<file path="src/rtl/kbl_pkg.sv">
package kbl_pkg;

    // snoop machine: one transaction at a time on the observed bus
    typedef enum logic [1:0] {
        SN_IDLE = 2'd0,
        SN_HIT  = 2'd1,
        SN_MISS = 2'd2,
        SN_DONE = 2'd3
    } snoop_st_t;

    // per-line request holder
    typedef enum logic {
        LN_EMPTY = 1'b0,
        LN_HELD  = 1'b1
    } line_st_t;

    localparam int LINE_CNT = 2;
    localparam int LINE_KBD = 0;
    localparam int LINE_AUX = 1;

endpackage

</file>
<file path="src/rtl/kbl_addr_match.sv">
module kbl_addr_match #(
    parameter int              AD_W   = 32,
    parameter int              CBE_W  = 4,
    parameter logic [AD_W-1:0] PORT   = 32'h0000_0060,
    parameter logic [CBE_W-1:0] CMD   = 4'b0010
) (
    input  logic [AD_W-1:0]  ad,
    input  logic [CBE_W-1:0] cbe_n,
    output logic             hit
);

    logic cmd_ok;
    logic adr_ok;

    // full-width compare: aliases of port 60h above the low bits do not match
    always_comb begin
        cmd_ok = (cbe_n == CMD);
        adr_ok = (ad == PORT);
        hit    = cmd_ok && adr_ok;
    end

endmodule

</file>
<file path="src/rtl/kbl_snoop.sv">
module kbl_snoop
    import kbl_pkg::*;
(
    input  logic clk,
    input  logic rst_n,
    input  logic frame_n,
    input  logic irdy_n,
    input  logic trdy_n,
    input  logic addr_hit,
    output logic rd_pulse
);

    snoop_st_t st;
    snoop_st_t st_nx;
    logic      bus_idle;
    logic      xfer;
    logic      fire;

    always_comb begin
        bus_idle = frame_n && irdy_n;
        xfer     = !irdy_n && !trdy_n;
    end

    // next-state logic
    always_comb begin
        st_nx = st;
        fire  = 1'b0;
        unique case (st)
            SN_IDLE: begin
                if (!frame_n) begin
                    st_nx = addr_hit ? SN_HIT : SN_MISS;   // addr-hit / addr-miss
                end
            end
            SN_HIT: begin
                if (xfer) begin
                    st_nx = SN_DONE;                       // first-xfer
                    fire  = 1'b1;
                end else if (bus_idle) begin
                    st_nx = SN_IDLE;                       // abort
                end
            end
            SN_MISS: begin
                if (bus_idle) begin
                    st_nx = SN_IDLE;                       // bus-idle
                end
            end
            SN_DONE: begin
                if (bus_idle) begin
                    st_nx = SN_IDLE;                       // bus-idle
                end
            end
            default: st_nx = SN_IDLE;
        endcase
    end

    // state register
    always_ff @(posedge clk or negedge rst_n) begin
        if (!rst_n) begin
            st <= SN_IDLE;
        end else begin
            st <= st_nx;
        end
    end

    // output register: the strobe is one clock wide by construction of SN_DONE
    always_ff @(posedge clk or negedge rst_n) begin
        if (!rst_n) begin
            rd_pulse <= 1'b0;
        end else begin
            rd_pulse <= fire;
        end
    end

endmodule

</file>
<file path="src/rtl/kbl_line.sv">
module kbl_line
    import kbl_pkg::*;
(
    input  logic clk,
    input  logic rst_n,
    input  logic raw,
    input  logic en,
    input  logic clr,
    output logic irq_o
);

    line_st_t st;
    line_st_t st_nx;
    logic     raw_q;
    logic     rise;

    always_comb begin
        rise = raw && !raw_q;
    end

    // next-state logic
    always_comb begin
        st_nx = st;
        unique case (st)
            LN_EMPTY: begin
                if (en && rise) begin
                    st_nx = LN_HELD;                        // capture
                end
            end
            LN_HELD: begin
                if (!en) begin
                    st_nx = LN_EMPTY;                       // disable
                end else if (clr && !rise) begin
                    st_nx = LN_EMPTY;                       // service
                end
            end
            default: st_nx = LN_EMPTY;
        endcase
    end

    // state and edge-detect registers
    always_ff @(posedge clk or negedge rst_n) begin
        if (!rst_n) begin
            st    <= LN_EMPTY;
            raw_q <= 1'b0;
        end else begin
            st    <= st_nx;
            raw_q <= raw;
        end
    end

    // output: held level when latching, raw line otherwise
    always_comb begin
        irq_o = en ? (st == LN_HELD) : raw;
    end

endmodule

</file>
<file path="src/rtl/kbd_irq_latch.sv">
module kbd_irq_latch
    import kbl_pkg::*;
#(
    parameter int               AD_W       = 32,
    parameter int               CBE_W      = 4,
    parameter logic [AD_W-1:0]  SNOOP_PORT = 32'h0000_0060,
    parameter logic [CBE_W-1:0] SNOOP_CMD  = 4'b0010
) (
    input  logic             clk,
    input  logic             rst_n,
    input  logic             irq_kbd_raw,
    input  logic             irq_aux_raw,
    input  logic             latch_en_kbd,
    input  logic             latch_en_aux,
    input  logic             pci_frame_n,
    input  logic [CBE_W-1:0] pci_cbe_n,
    input  logic [AD_W-1:0]  pci_ad,
    input  logic             pci_irdy_n,
    input  logic             pci_trdy_n,
    output logic             irq_kbd_out,
    output logic             irq_aux_out,
    output logic             rd60_pulse
);

    logic                addr_hit;
    logic [LINE_CNT-1:0] raw_v;
    logic [LINE_CNT-1:0] en_v;
    logic [LINE_CNT-1:0] out_v;

    kbl_addr_match #(
        .AD_W  (AD_W),
        .CBE_W (CBE_W),
        .PORT  (SNOOP_PORT),
        .CMD   (SNOOP_CMD)
    ) u_match (
        .ad    (pci_ad),
        .cbe_n (pci_cbe_n),
        .hit   (addr_hit)
    );

    kbl_snoop u_snoop (
        .clk      (clk),
        .rst_n    (rst_n),
        .frame_n  (pci_frame_n),
        .irdy_n   (pci_irdy_n),
        .trdy_n   (pci_trdy_n),
        .addr_hit (addr_hit),
        .rd_pulse (rd60_pulse)
    );

    always_comb begin
        raw_v           = '0;
        en_v            = '0;
        raw_v[LINE_KBD] = irq_kbd_raw;
        raw_v[LINE_AUX] = irq_aux_raw;
        en_v[LINE_KBD]  = latch_en_kbd;
        en_v[LINE_AUX]  = latch_en_aux;
    end

    for (genvar i = 0; i < LINE_CNT; i++) begin : g_line
        kbl_line u_line (
            .clk   (clk),
            .rst_n (rst_n),
            .raw   (raw_v[i]),
            .en    (en_v[i]),
            .clr   (rd60_pulse),
            .irq_o (out_v[i])
        );
    end

    always_comb begin
        irq_kbd_out = out_v[LINE_KBD];
        irq_aux_out = out_v[LINE_AUX];
    end

endmodule

</file>
<file path="config.mk">
export PLATFORM = sky130hd
export DESIGN_NAME = kbd_irq_latch
export DESIGN_NICKNAME = d
export VERILOG_FILES = /design/src/rtl/kbl_pkg.sv /design/src/rtl/kbl_addr_match.sv /design/src/rtl/kbl_snoop.sv /design/src/rtl/kbl_line.sv /design/src/rtl/kbd_irq_latch.sv
export SDC_FILE = /design/constraint.sdc
export NUM_CORES = 1
export LEC_CHECK = 0
export BUFFER_PORTS_ARGS = -buffer_cell sky130_fd_sc_hd__buf_2
export CAP_MARGIN = 20
export CORE_UTILIZATION = 30
export CTS_BUF_LIST = sky130_fd_sc_hd__clkbuf_4 sky130_fd_sc_hd__clkbuf_8 sky130_fd_sc_hd__clkbuf_16
export DETAILED_ROUTE_END_ITERATION = 10
export GPL_TIMING_DRIVEN = 0
export PLACE_DENSITY_LB_ADDON = 0.15
export SKIP_CTS_REPAIR_TIMING = 1
export SLEW_MARGIN = 25
export SYNTH_ARGS = -nofsm -noshare
export SYNTH_HDL_FRONTEND = slang
export SYNTH_SLANG_ARGS = --single-unit
</file>
<file path="constraint.sdc">
create_clock -name clk -period 1.45 [get_ports clk]
set_clock_uncertainty 0.05 [all_clocks]
set_input_delay 0.145 -clock clk [delete_from_list [all_inputs] [get_ports clk]]
set_output_delay 0.145 -clock clk [all_outputs]
set_load 0.01 [all_outputs]
</file>
==> results of run 1 <==
==> per-layer routing <==
| layer | global-route usage, % | vias to the layer above | part of all wire, % |
|---|---|---|---|
| met1 | 13.4 | 210 | 40 |
| met5 | 0 | - | 0 |
| met3 | 1.74 | 0 | 6.6 |
| met4 | 10.7 | 0 | 0 |
| li1 | - | 262 | - |
| met2 | 22.5 | 24 | 53 |
==> per-stage QoR <==
step           utilization [%]  power, mW  cells  instance area, µm²  setup WS [ns]
2_1_floorplan                -      0.288     40                 392          0.434
3_3_place_gp              55.7      0.365    101                 644          0.260
3_5_place_dp              55.7      0.371    101                 644          0.242
4_1_cts                   58.3      0.565    105                 674          0.325
5_1_grt                   60.9      0.608    108                 704         0.0758
6_report                  60.9      0.562    108                 704          0.126
==> worst reg2reg max path, cell delays in order (launching register included) <==
cell	delay, ns
dfrtp_1	0.42
nor4b_2	0.32
a21oi_1	0.08
a22oi_1	0.16
==> cell type report <==
class | instances | area share, %
clock buffer | 4 | 4.26
sequential | 7 | 24.9
multi-input combinational | 29 | 28.6
timing repair buffer | 50 | 37.7
tap | 14 | 2.49
inverter | 4 | 2.13
==> placed cells by master (no fill, tap or decap), types with 3 or more instances in the layout <==
cell type / count
inv_1: 4
buf_2: 47
nor4_2: 3
clkbuf_4: 4
dlygate4sd3_1: 3
nand2_1: 4
nor4_1: 4
dfrtp_1: 7
==> registers in the layout, summed over array words and instances, names as in the netlist <==
signal	flops
g_line.u_line.raw_q	2
u_snoop.st	2
g_line.u_line.st	2
u_snoop.rd_pulse	1
==> power breakdown <==
part | internal (mW) | switching, mW | total (mW)
registers | 0.217 | 0.0219 | 0.239
logic | 0.0800 | 0.0534 | 0.133
clock network | 0.123 | 0.0667 | 0.190
total | 0.420 | 0.142 | 0.562
==> cell families after synthesis <==
logic type	count (synthesis)	synth area share, %
simple gates	21	38.3
compound gates	8	13.1
flops	7	44.7
buf+inv	4	3.83
==> final timing paths <==
path,start,end,slack (ns),cells after the start
max,irq_aux_raw,irq_aux_out,0.13,5
min,pci_trdy_n,u_snoop.rd_pulse,0.02,2
max reg2reg,u_snoop.st[1],u_snoop.st[1],0.34,3
min reg2reg,u_snoop.st[1],u_snoop.rd_pulse,0.47,1
max in group asynchronous,rst_n,g_line[0].u_line.st,0.98,2
min in group asynchronous,rst_n,g_line[1].u_line.st,0.21,2
==> results.cfg, run 1 <==
[floorplanning]
core_area_um2 = 1160
start_util_pct = 33.9
die_h_um = 38.1
row_count = 12
die_w_um = 38.1
ios = 48
die-area_um2 = 1450

[placement]
hpwl_um = 847
gp_congestion = 0.726
io_buffers = 47

[synth]
synthTopCellsByCount = dfrtp_1 (7), inv_1 (4), nand2_1 (4), nor4_1 (4), nor4_2 (3)
syn-num-nets = 85
yosysWarningCount = 0
synth_top_area_share_pct = 44.7
synthArstFlopShare_pct = 100
synth_edf_count = 0
ys_seq_area_share_pct = 44.7
synth_cell_type_count = 19
synthFlopType = dfrtp_1
synth_area_leaders = dfrtp_1 (45%), nor4_2 (9.6%), nor4_1 (6.4%)
syn_avg_cell_area_um2 = 9.79
syn_inst = 40
synth_largest_area_cell = dfrtp_1
ys_seq_elements = 7
syn_area_um2 = 392
synth.most_common_cell = dfrtp_1

[critical_path]
crit_chain = dlygate4sd3_1, buf_2, inv_1, o21ai_0, buf_2
max_stage_delay_ns = 0.54
crit_arrival_ns = 1.13
critPathBufInv = 4
cp_top_family = buffers and inverters
critical_path_class = in -> out
crit_path_end_kind = primary output
path_max_fanout = 2
cpMaxStageDelayCell = dlygate4sd3_1
cp-start-kind = input pin
crit_top_cell = buf_2
required_ns = 1.25

[clock_network]
cts_tree = done
h-tree-depth = 1
clock_sinks = 7
cts_buffers = 3
clockBufferDepth = 2
clock-root-buffer = clkbuf_4
clkTransAtPathRegs_ns = 0.05
clk_latency_ns = 0.25

[route]
drtPass1Iterations = 4
via_count = 496
wire_per_inst_um = 9.02
totalWireLength_um = 974
ant_nets = 0
drt-initial-drc-count = 3
routed_via_density = 4.59
drc = 0

[layout]
regArea_um2 = 175
nets = 140
diodes = 0
areaGrowthSynthToFinish_pct = 79.9
fillers = 99
multi_input_area_um2 = 201
drive_gt1_share_pct = 59.6

[timing]
fin_crit_sh_pct = 91.3
hold_violations = 0
fin_crit_ns = 1.32
rsz0062_at_grt = false
whs_ns = 0.0192
maxSlewViolCount = 0
finalSetupTns_ns = 0
maxSlewHeadroom_pct = 83.1
worst_slew_pin_slew_ns = 0.251
setup_viol = 0
fmax_mhz = 756

[global_routing]
grt_use_total_pct = 12.9
grt_pass1_wl_mm = 1.28
antenna_found_initial = 0
grt_pass1_vias = 381
grt-ovfl-total = 0
grt_max_degree = 8

[pwr]
worst_ir_drop_vdd_mv = 0.350
powerDensity_nw_per_um2 = 798
cellLeakagePower_nw = 0.361

[job]
drv_cap = 0

[status]
status = completed

[worst_hold_path]
hold_path.class = in -> reg
No activity file was read; power rests on OpenSTA's default activity.
==> inputs of run 2 (changes only) <==
==> constraint.sdc (replaced) <==
create_clock -name clk -period 1.45 [get_ports clk]
set_clock_uncertainty 0.05 [all_clocks]
set_input_delay 0.0725 -clock clk [delete_from_list [all_inputs] [get_ports clk]]
set_output_delay 0.0725 -clock clk [all_outputs]
set_load 0.01 [all_outputs]
==> run 2 against run 1 <==
Compared with the run above:
- utilization grew 1.7 points
- non-clock buffer count grew 2
- global-route usage is the same
- first-iteration DRC count is the same
- via count grew 1.2%
- cell area grew 2.8%
- fmax grew 12%
- total power grew 0.81%
- hold slack lost 0.012 ns
- register-to-register slack is essentially flat
- routed wire length grew 4.2%
==> results.cfg, run 2 (synthesis results as in run 1) <==
[placement]
hpwl_um = 847
gp_congestion = 0.726
dp_cells = 101
io_buffers = 47

[floorplanning]
row_count = 12
ios = 48
die-area_um2 = 1450
die_w_um = 38.1
die_h_um = 38.1
core_area_um2 = 1160
start_util_pct = 33.9

[worst_hold_path]
min_to = u_snoop.st[1]
hold_path.class = in -> reg
holdPathStages = 2
hold_start = pci_frame_n

[pwr]
powerDensity_nw_per_um2 = 782
worst_ir_drop_vdd_mv = 0.351
p_int_uw = 424
power_frac_clock_pct = 33.5
cellLeakagePower_nw = 0.369
swShare_pct = 25.2
seq_power_share_pct = 42.1
p_comb_share_pct = 24.4
p_switching_uw = 143
fin_total_pwr_uw = 567

[route]
totalWireLength_mm = 1.02
drc = 0
ant_nets = 0
drtPass1Iterations = 3
routed_via_density = 4.56
drt-initial-drc-count = 3
wire_per_inst_um = 9.23
via_count = 502

[clock_network]
clock-root-buffer = clkbuf_4
clockBufferDepth = 2
clkTransAtPathRegs_ns = 0.05
clk_latency_ns = 0.25
cts_tree = done
h-tree-depth = 1
clock_sinks = 7
cts_buffers = 3

[layout]
regArea_um2 = 175
areaGrowthSynthToFinish_pct = 85.0
multi_input_area_um2 = 201
reg_top3 = g_line.u_line.raw_q: 2 flops, g_line.u_line.st: 2 flops, u_snoop.st: 2 flops
drive_gt1_share_pct = 58.3
nets = 142
layout.cells.non_filler = 110
diodes = 0
final_common_cell = buf_2
fillers = 98
final_cell_mix = buf_2 (47), dfrtp_1 (7), dlygate4sd3_1 (5)

[critical_path]
reg2reg_from = u_snoop.st[1]
critical_path_class = in -> out
required_ns = 1.33
reg2reg_slack_ns = 0.34
rr_endpoint = u_snoop.st[1]
cp-startpoint = irq_aux_raw
cp-start-kind = input pin
crit_arrival_ns = 1.06
path_max_fanout = 2
crit_path_end_kind = primary output
r2r_cells = 3

[timing]
rsz0062_at_grt = false
maxSlewHeadroom_pct = 81.6
worst_slew_pin_slew_ns = 0.273
hold_violations = 0
fin_crit_ns = 1.18
finalSetupTns_ns = 0
setup_viol = 0
fin_crit_sh_pct = 81.3
fmax_mhz = 848
maxSlewViolCount = 0

[global_routing]
grt-ovfl-total = 0
grt_max_degree = 8
grt_pass1_vias = 381
antenna_found_initial = 0
grt_use_total_pct = 12.9
grt_pass1_wl_mm = 1.28

[job]
drv_cap = 0

[status]
status = completed
-- run 2: cell types whose count changed in the layout (fill, tap and decap cells not counted), sizes merged --
cell	change
dlygate4sd3	+2
-- run 2: power groups by stage --
stage	Combinational [mW]	Sequential [mW]	Clock [mW]
6_report	0.138	0.239	0.190
5_1_grt	0.156	0.242	0.215
4_1_cts	0.129	0.239	0.198
3_5_place_dp	0.130	0.241	0
3_3_place_gp	0.125	0.240	0
2_1_floorplan	0.0527	0.236	0
-- run 2: how the worst max path moves through the flow --
stage	to	cells past startpoint
3_3_place_gp	u_snoop.st[1]	5
2_1_floorplan	u_snoop.st[1]	3
3_5_place_dp	u_snoop.st[1]	5
5_1_grt	u_snoop.st[1]	5
4_1_cts	u_snoop.st[1]	3
6_report	irq_aux_out	5
-- run 2: cell type report --
| type | count | share of cell area, % |
|---|---|---|
| multi-input cells | 29 | 27.8 |
| repair buffers | 52 | 39.4 |
| flip-flops and latches | 7 | 24.2 |
| well taps | 14 | 2.42 |
| inverters | 4 | 2.07 |
| clock buffers | 4 | 4.15 |
-- run 2: worst max-delay path: stages --
cell and delay [ns]:
dlygate4sd3_1 0.54, buf_2 0.11, inv_1 0.04, o21ai_0 0.14
buf_2 0.15
-- run 2: through the flow --
step	setup slack, ns	cell area, µm²	utilization (%)	hold WS, ns
4_1_cts	0.325	674	58.3	-0.411
3_3_place_gp	0.332	644	55.7	-0.143
3_5_place_dp	0.315	644	55.7	-0.137
2_1_floorplan	0.441	392	-	-0.273
5_1_grt	0.204	724	62.7	0.00106
6_report	0.271	724	62.7	0.00706
-- run 2: layer usage --
metal  GRT usage (%)  wire, µm
met5               0         0
met2            22.5       567
met4            10.7         0
met3            1.74        61
met1            13.4       386
